[config.mk]
export PLATFORM = sky130hd
export DESIGN_NAME = evt_timer
export DESIGN_NICKNAME = d
export VERILOG_FILES = /design/src/rtl/evt_timer.sv
export SDC_FILE = /design/constraint.sdc
export NUM_CORES = 2
export LEC_CHECK = 0
export BUFFER_PORTS_ARGS = -buffer_cell sky130_fd_sc_hd__buf_4
export CAP_MARGIN = 25
export CELL_PAD_IN_SITES_DETAIL_PLACEMENT = 1
export CELL_PAD_IN_SITES_GLOBAL_PLACEMENT = 2
export CORE_MARGIN = 8
export CORE_UTILIZATION = 40
export DETAILED_ROUTE_END_ITERATION = 12
export PLACE_DENSITY_LB_ADDON = 0.1
export RECOVER_POWER = 25
export SLEW_MARGIN = 20
export SYNTH_ARGS = -nofsm -noshare
export SYNTH_HDL_FRONTEND = slang
export SYNTH_SLANG_ARGS = --single-unit
[constraint.sdc]
create_clock -name clk -period 16.81 [get_ports clk]
set_input_delay 3.362 -clock clk [delete_from_list [all_inputs] [get_ports clk]]
set_output_delay 3.362 -clock clk [all_outputs]
set_load 0.01 [all_outputs]
[src/rtl/evt_timer.sv]
module evt_timer #(
  parameter int          NCH       = 3,
  parameter logic [31:0] PERIOD_FS = 32'd8000000,
  parameter int          NROUTE    = 4,
  parameter int          AW        = 12
) (
  input  logic              clk,
  input  logic              rst_n,
  input  logic [AW-1:0]     bus_addr,
  input  logic              bus_wr,
  input  logic [31:0]       bus_wdata,
  output logic [31:0]       bus_rdata,
  output logic              irq_tick,
  output logic              irq_rtc,
  output logic [NROUTE-1:0] irq_route
);
  localparam int RW = (NROUTE > 1) ? $clog2(NROUTE) : 1;

  logic        run, legacy;
  logic [63:0] cnt;
  logic [NCH-1:0] sts, pulse, fire, ch_irq;
  logic [NCH-1:0] c_lvl, c_en, c_per, c_set, c_f32, c_msg;
  logic [NCH-1:0] wr_cf, wr_cl, wr_ch;
  logic [RW-1:0] c_rt [NCH];
  logic [63:0]   cmp  [NCH];
  logic [63:0]   per  [NCH];

  wire       chsel  = bus_addr[AW-1:8] == (AW-8)'(1);
  wire [2:0] chi    = bus_addr[7:5];
  wire [4:0] choff  = bus_addr[4:0];
  wire       wr_gc  = bus_wr && bus_addr == AW'(12'h010);
  wire       wr_sts = bus_wr && bus_addr == AW'(12'h020);
  wire       wr_lo  = bus_wr && bus_addr == AW'(12'h030);
  wire       wr_hi  = bus_wr && bus_addr == AW'(12'h034);

  always_comb begin
    for (int i = 0; i < NCH; i++) begin
      wr_cf[i]  = bus_wr && chsel && chi == 3'(i) && choff == 5'h00;
      wr_cl[i]  = bus_wr && chsel && chi == 3'(i) && choff == 5'h08;
      wr_ch[i]  = bus_wr && chsel && chi == 3'(i) && choff == 5'h0C;
      fire[i]   = run && c_en[i] &&
                  (c_f32[i] ? (cnt[31:0] == cmp[i][31:0]) : (cnt == cmp[i]));
      ch_irq[i] = c_lvl[i] ? sts[i] : pulse[i];
    end
  end

  always_ff @(posedge clk) begin
    if (!rst_n) begin
      run <= 1'b0; legacy <= 1'b0; cnt <= '0;
      sts <= '0; pulse <= '0;
      c_lvl <= '0; c_en <= '0; c_per <= '0; c_set <= '0; c_f32 <= '0; c_msg <= '0;
      for (int i = 0; i < NCH; i++) begin
        cmp[i] <= '0; per[i] <= '0; c_rt[i] <= '0;
      end
    end else begin
      if (wr_gc) begin
        run    <= bus_wdata[0];
        legacy <= bus_wdata[1];
      end
      if (run)        cnt <= cnt + 64'd1;
      else if (wr_lo) cnt[31:0]  <= bus_wdata;
      else if (wr_hi) cnt[63:32] <= bus_wdata;
      pulse <= fire;
      for (int i = 0; i < NCH; i++) begin
        if (fire[i])                       sts[i] <= 1'b1;
        else if (wr_sts && bus_wdata[i])   sts[i] <= 1'b0;
        if (wr_cf[i]) begin
          c_lvl[i] <= bus_wdata[0];
          c_en[i]  <= bus_wdata[1];
          c_per[i] <= bus_wdata[2];
          c_set[i] <= bus_wdata[4];
          c_f32[i] <= bus_wdata[5];
          c_msg[i] <= bus_wdata[6];
          c_rt[i]  <= bus_wdata[8 +: RW];
        end
        if (wr_cl[i]) begin
          if (c_per[i] && !c_set[i]) per[i][31:0] <= bus_wdata;
          else begin
            cmp[i][31:0] <= bus_wdata;
            c_set[i]     <= 1'b0;
          end
        end else if (wr_ch[i]) begin
          if (c_per[i] && !c_set[i]) per[i][63:32] <= bus_wdata;
          else                       cmp[i][63:32] <= bus_wdata;
        end else if (fire[i] && c_per[i]) begin
          if (c_f32[i]) cmp[i][31:0] <= cmp[i][31:0] + per[i][31:0];
          else          cmp[i]       <= cmp[i] + per[i];
        end
      end
    end
  end

  always_comb begin
    irq_tick  = legacy && ch_irq[0];
    irq_rtc   = legacy && ch_irq[1];
    irq_route = '0;
    for (int i = 0; i < NCH; i++)
      if (!(legacy && i < 2))
        irq_route[c_rt[i]] = irq_route[c_rt[i]] | ch_irq[i];
  end

  always_comb begin
    bus_rdata = '0;
    case (bus_addr)
      AW'(12'h000): bus_rdata = {23'd0, 1'b1, 3'd0, 5'(NCH-1)};
      AW'(12'h004): bus_rdata = PERIOD_FS;
      AW'(12'h010): bus_rdata = {30'd0, legacy, run};
      AW'(12'h020): bus_rdata = 32'(sts);
      AW'(12'h030): bus_rdata = cnt[31:0];
      AW'(12'h034): bus_rdata = cnt[63:32];
      default: ;
    endcase
    for (int i = 0; i < NCH; i++)
      if (chsel && chi == 3'(i))
        case (choff)
          5'h00: bus_rdata = {{(23-RW){1'b0}}, c_rt[i], 1'b0, c_msg[i], c_f32[i],
                              c_set[i], 1'b1, c_per[i], c_en[i], c_lvl[i]};
          5'h08: bus_rdata = cmp[i][31:0];
          5'h0C: bus_rdata = cmp[i][63:32];
          default: ;
        endcase
  end


  cnt_step_chk: assert property (@(posedge clk) disable iff (!rst_n)
    run |=> cnt == $past(cnt) + 64'd1);

  cnt_hold_chk: assert property (@(posedge clk) disable iff (!rst_n)
    (!run && !wr_lo && !wr_hi) |=> $stable(cnt));

  legacy_off_chk: assert property (@(posedge clk) disable iff (!rst_n)
    !legacy |-> (!irq_tick && !irq_rtc));

  for (genvar g = 0; g < NCH; g++) begin : g_chk

    sts_rise_chk: assert property (@(posedge clk) disable iff (!rst_n)
      $rose(sts[g]) |-> $past(fire[g]));

    sts_clear_chk: assert property (@(posedge clk) disable iff (!rst_n)
      (wr_sts && bus_wdata[g] && !fire[g]) |=> !sts[g]);

    edge_pulse_chk: assert property (@(posedge clk) disable iff (!rst_n)
      pulse[g] |-> $past(fire[g]));

    setval_clear_chk: assert property (@(posedge clk) disable iff (!rst_n)
      (wr_cl[g] && c_per[g] && c_set[g]) |=> !c_set[g]);
  end
endmodule

-- Word level (Yosys, flattened, before mapping)
Memory sizes are Yosys's and may differ from the RTL's.
Index checks and enable logic that the tools add are counted.
- memories kept: 3
- register bits: 90
- RAM bits: 390
- output and inout port bits: 38
- word-level logic and storage cells: 303
- memories (memory ; words ; width ; rd ports ; clocked after memory_dff ; write ports ; line ; RTL):
    cmp ; 3 ; 64 ; 3 ; 0 ; 3 ; 25 ; logic [63:0] cmp [NCH];
    per ; 3 ; 64 ; 3 ; 0 ; 3 ; 26 ; logic [63:0] per [NCH];
    c_rt ; 3 ; 2 ; 3 ; 0 ; 3 ; 24 ; logic [RW-1:0] c_rt [NCH];
- bitwise gates (word level): 28
- reductions and logical operators: 52
- mux-type cells: 166
- equality and inequality tests: 17
- add/subtract/negate cells: 7
- order comparisons: 6
- operators by type and width (operator ; count):
    $mux 32 ; 27
    $pmux 32 s3 ; 3
    $add 64x64->64 ; 3
    $eq 64x64->1 ; 3
    $pmux 32 s6 ; 1
    $mux 1 ; 121
    $add 32x32->32 ; 3
    $eq 32x32->1 ; 3
    $add 64x1->64 const B ; 1
    $mux 64 ; 1
    $logic_and 1x1->1 ; 40
    $eq 12x6->1 const B ; 3
    $or 1x1->1 ; 27
    $eq 12x3->1 const B ; 1
    $eq 12x5->1 const B ; 1
    $logic_not 12->1 ; 1
    $eq 5x4->1 const B ; 2
    $reduce_bool 2->1 ; 5
    $lt 2x3->1 const B ; 3
    $bwmux 4 ; 2
    $mux 4 ; 2
    $bmux 1 s2 ; 3
    $demux 1 s2 ; 3
    $ge 2x1->1 const B ; 3
    10 further kinds ; 14

-- Longest topological paths before layout
An unclocked memory read counts as a cell.
- word-level depth: 16
- gate-level depth with buffers: 14
- depth with buffers taken out: 14

-- Worst setup path before layout
Ideal clock, no wire load.
- path kind: input port to output port
- start: in bus_addr[9]
- end: out bus_rdata[3]
- setup slack: 8.076 ns
- stages: 7
- buffers on the path: 2
- arrival: 5.372 ns
- data required time: 13.448 ns
- cell sequence: nor4_1 > nand3_1 > nor3_1 > clkbuf_1 > clkbuf_1 > a221oi_1 > o22ai_1
- longest elaborated chain between the ends: 8
- ends and longest elaborated chain (element ; line ; RTL):
    from (decl) ; 9 ; input logic [AW-1:0] bus_addr,
    $eq 12x6->1 (tied with other cells) ; 104 ; case (bus_addr)
    $pmux 32 s6 ; 104 ;
    $pmux 32 s3 ; 115 ; case (choff)
    $mux 32 ; 114 ; if (chsel && chi == 3'(i))
    $pmux 32 s3 ; 115 ;
    $mux 32 ; 114 ;
    $pmux 32 s3 ; 115 ;
    $mux 32 * ; 114 ;
    to (decl) ; 12 ; output logic [31:0] bus_rdata,
Mark *: on every way between the ends. The rest lies on a longest branch, timed or not.

-- Worst setup path after layout
- start: in bus_addr[3]
- end: out bus_rdata[30]
Same word-level chain as after synthesis.

==> impl_metrics.prom <==
# TYPE chip_impl_metric gauge
chip_impl_metric{name="drtPass1Iterations",unit=""} 8
chip_impl_metric{name="stdcell_count",unit=""} 5013
chip_impl_metric{name="xor_xnor_fraction_of_synth_area",unit=""} 0.105
chip_impl_metric{name="cellPowerDensity",unit="nW/µm²"} 79.0
chip_impl_metric{name="synth.lib_cells_used.distinct",unit=""} 88
chip_impl_metric{name="design_internal_power",unit="W"} 0.00216
chip_impl_info{name="hold_path_class",value="reg -> reg"} 1
chip_impl_metric{name="place.gp.congestion",unit=""} 1.05
chip_impl_metric{name="port-buffer-count",unit=""} 84
chip_impl_metric{name="grt_start_max_net_pins",unit=""} 64
chip_impl_metric{name="ir_worst_vdd",unit="V"} 0.0000783
chip_impl_metric{name="max_slew.worst_pin.slew",unit="ps"} 2710
chip_impl_metric{name="post_cts.resized_instances",unit=""} 0
chip_impl_metric{name="final_design_area_no_fill",unit="µm²"} 38600
chip_impl_metric{name="grt_pass1_vias",unit=""} 32900
chip_impl_metric{name="drt_iter0_drc",unit=""} 4193
chip_impl_metric{name="setup_viol_count_final",unit=""} 0
chip_impl_metric{name="placed_area",unit="µm²"} 36800
chip_impl_metric{name="yosysTopAreaCellShare",unit=""} 0.332
chip_impl_metric{name="routed_wl",unit="µm"} 190000
chip_impl_metric{name="syn_inst",unit=""} 3866
chip_impl_metric{name="design.core.area",unit="µm²"} 87800
chip_impl_metric{name="row_count",unit=""} 109
chip_impl_info{name="synth.area.top_cells",value="sky130_fd_sc_hd__edfxtp_1 33%, sky130_fd_sc_hd__xnor2_1 7.2%, sky130_fd_sc_hd__ha_1 6.7%, sky130_fd_sc_hd__dfxtp_1 5.1%, sky130_fd_sc_hd__a21oi_1 4.3%"} 1
chip_impl_metric{name="critical_path_arrival",unit="ps"} 8100
chip_impl_metric{name="worst_skew_pair.late_latency",unit="ps"} 690
chip_impl_metric{name="layout_worst_path_cycle_share",unit=""} 0.682
chip_impl_info{name="violations",value="max-capacitance violations, max-slew violations"} 1
chip_impl_metric{name="final_hold_viol_count",unit=""} 0
chip_impl_metric{name="grt_overflow",unit=""} 0
chip_impl_metric{name="synth_nets",unit=""} 4106
chip_impl_metric{name="synth-simple-area-share",unit=""} 0.161
chip_impl_metric{name="max_cap_violations",unit=""} 10
chip_impl_metric{name="syn_avg_cell_area",unit="µm²"} 9.12
chip_impl_metric{name="netSwitchingFraction",unit=""} 0.293
chip_impl_info{name="crit_path_top_delay_cell",value="sky130_fd_sc_hd__clkbuf_1"} 1
chip_impl_metric{name="clock-sinks",unit=""} 480
chip_impl_metric{name="slew_viol_final",unit=""} 347
chip_impl_info{name="worst_path_top_cell_family_by_delay",value="buffers and inverters"} 1
chip_impl_metric{name="finClkSkew",unit="ps"} 20.6
chip_impl_info{name="crit_path_cell_trace",value="clkbuf_1 -> nand2b_1 -> nand3_1 -> nor3_1 -> nand2_1 -> o211ai_1 -> buf_4"} 1
chip_impl_metric{name="worst-endpoint-required",unit="ps"} 13450
chip_impl_metric{name="antenna_found_initial",unit=""} 25
chip_impl_metric{name="via_count",unit=""} 33500
chip_impl_info{name="layout.cells.most_common",value="sky130_fd_sc_hd__edfxtp_1"} 1
chip_impl_metric{name="fin_crit",unit="ps"} 11460
chip_impl_metric{name="synth-compound-area-share",unit=""} 0.201
chip_impl_metric{name="power_frac_seq",unit=""} 0.448
chip_impl_metric{name="post-place-cells",unit=""} 4882
chip_impl_metric{name="layout-drive-gt1-share",unit=""} 0.0705
chip_impl_metric{name="path_clk_slew",unit="ps"} 60
chip_impl_metric{name="area_delta_synth_final",unit="%"} 9.56
chip_impl_metric{name="delay_of_the_slowest_cell_on_the_worst_path",unit="ps"} 1700
chip_impl_metric{name="fin_nets",unit=""} 4019
chip_impl_info{name="synth_largest_area_cell",value="sky130_fd_sc_hd__edfxtp_1"} 1
chip_impl_info{name="endpoint_class_of_the_critical_path",value="output port"} 1
chip_impl_metric{name="maxSlewHeadroom",unit=""} -0.805
chip_impl_metric{name="worst_hold_slack",unit="ps"} 503
chip_impl_metric{name="cp.buffers_inverters",unit=""} 2
chip_impl_metric{name="track_usage",unit=""} 0.374
chip_impl_metric{name="p_switching",unit="W"} 0.000895
chip_impl_info{name="clock_tree.root_cell",value="sky130_fd_sc_hd__clkbuf_16"} 1
chip_impl_metric{name="hold_buffers",unit=""} 0
chip_impl_info{name="grt_setup_unrepaired",value="false"} 1
chip_impl_metric{name="fin_setup_tns",unit="ps"} 0
chip_impl_metric{name="synth_seq_cells",unit=""} 480
chip_impl_metric{name="syn_area",unit="µm²"} 35300
chip_impl_info{name="synth_top_family_by_area",value="compound AO/OA/AOI/OAI gates"} 1
chip_impl_metric{name="timing.critical_path.fanout_max",unit=""} 33
chip_impl_metric{name="synth-async-reset-ratio",unit=""} 0
chip_impl_metric{name="power.clock.fraction",unit=""} 0.428
chip_impl_metric{name="tritoncts.num_buffers",unit=""} 60
chip_impl_metric{name="post-cts-setup-buffers",unit=""} 0
chip_impl_info{name="synth_top_flop_cell",value="sky130_fd_sc_hd__edfxtp_1"} 1
chip_impl_metric{name="io_pins",unit=""} 85
chip_impl_metric{name="drt.antenna.violating_nets",unit=""} 0
chip_impl_metric{name="vias_per_cell",unit=""} 6.69
chip_impl_metric{name="dpl_worst_slack",unit="ps"} 6890
chip_impl_metric{name="synth_sequential_area_ratio",unit=""} 0.383
chip_impl_metric{name="synth.mux.area_fraction",unit=""} 0.0412
chip_impl_metric{name="die-area",unit="µm²"} 97900
chip_impl_info{name="tritoncts",value="done"} 1
chip_impl_metric{name="synth-adder-area-share",unit=""} 0.0691
chip_impl_metric{name="wl_per_cell",unit="µm"} 38.0
chip_impl_metric{name="die-width",unit="µm"} 313
chip_impl_info{name="status",value="finished with violations"} 1
chip_impl_metric{name="clock_tree.buffer_depth",unit=""} 3
chip_impl_metric{name="hpwlAfterDp",unit="µm"} 144000
chip_impl_metric{name="yosys_warnings",unit=""} 0
chip_impl_metric{name="power_frac_comb",unit=""} 0.123
chip_impl_metric{name="dieHeight",unit="µm"} 313
chip_impl_metric{name="static-leakage-power",unit="nW"} 14.9
chip_impl_metric{name="initial_core_util",unit=""} 0.401
chip_impl_metric{name="synth_edf_count",unit=""} 390
chip_impl_info{name="critPathLaunchType",value="input pin"} 1
chip_impl_metric{name="postLayoutSetupSlackWorst",unit="ps"} 5350
chip_impl_metric{name="drc",unit=""} 0
chip_impl_metric{name="grt_pass1_wl",unit="µm"} 263000
chip_impl_info{name="layout_common_cells",value="390 x sky130_fd_sc_hd__edfxtp_1, 386 x sky130_fd_sc_hd__nand2_1, 300 x sky130_fd_sc_hd__a21oi_1"} 1
chip_impl_metric{name="max_clock_freq",unit="MHz"} 87.3
chip_impl_info{name="critPathKind",value="in -> out"} 1
chip_impl_metric{name="cts-htree-levels",unit=""} 2
-- worst reg2reg max path: cells and delay by family (launching register included) --
kind	cells	cell delay [ps]
flip-flops	1	550
AO/OA/AOI/OAI	2	630
buffers and inverters	2	650
AND/OR/NAND/NOR	6	3250
XOR/XNOR	1	410
-- flip-flops by register name, indices dropped and copies added (netlist names), 3 cells and up --
register,flops
c_en,3
c_f32,3
c_lvl,3
c_msg,3
c_per,3
c_rt,6
c_set,3
cmp,192
cnt,64
per,192
pulse,3
sts,3
-- cells by family after synthesis --
| kind of cell | after synthesis |
|---|---|
| fa+ha+maj | 193 |
| xor+xnor | 421 |
| compound gates | 1103 |
| buf+inv | 360 |
| simple gates | 1165 |
| flops | 480 |
| mux | 144 |
-- layout make-up --
| class | instances | area (µm²) |
|---|---|---|
| clock inverter | 30 | 280 |
| inverter | 70 | 263 |
| antenna | 19 | 47.5 |
| timing repair buffer | 141 | 1020 |
| multi-input combinational | 3026 | 20400 |
| sequential | 480 | 13500 |
| fill | 10100 | 49200 |
| clock buffer | 82 | 1610 |
| tap | 1165 | 1460 |
-- power groups by stage --
stage	Clock, W	Combinational (W)	Sequential, W
2_1_floorplan	0	0.000234	0.00135
3_3_place_gp	0	0.000358	0.00139
3_5_place_dp	0	0.000365	0.00139
4_1_cts	0.00132	0.000368	0.00136
5_1_grt	0.00135	0.000397	0.00137
6_report	0.00131	0.000376	0.00137
-- synth_stat cells (all sizes together), types with 90 or more instances --
| cell | count |
|---|---|
| a211oi | 118 |
| a21o | 124 |
| a21oi | 301 |
| clkbuf | 236 |
| dfxtp | 90 |
| edfxtp | 390 |
| ha | 190 |
| mux2i | 135 |
| nand2 | 387 |
| nand3 | 140 |
| nand4 | 105 |
| nor2 | 199 |
| o21ai | 262 |
| xnor2 | 288 |
| xor2 | 133 |
-- stage by stage --
stage | utilization | total power (W)
after floorplan | - | 0.00159
after global placement | 0.418 | 0.00175
after detailed placement | 0.419 | 0.00175
after CTS | 0.440 | 0.00305
after global routing | 0.439 | 0.00312
final | 0.440 | 0.00305
-- routing by layer --
metal  global-route usage  up-vias  part of all wire
met5                    0        -           0.00023
met4                0.238        6             0.073
met3               0.0882      523             0.098
met2                0.546     1959              0.42
met1                0.494    16900              0.41
li1                     -    14100                 -
-- worst paths after layout --
path / depth (start not counted) / startpoint / endpoint / slack [ps]
worst min register to register: 2 / c_msg[0] / c_msg[0] / 500
worst min-delay path: 2 / c_msg[0] / c_msg[0] / 500
worst max-delay path: 7 / bus_addr[3] / bus_rdata[30] / 5350
worst max register to register: 11 / cmp[0][33] / cmp[1][54] / 11150
No activity file was read; power rests on OpenSTA's default activity.
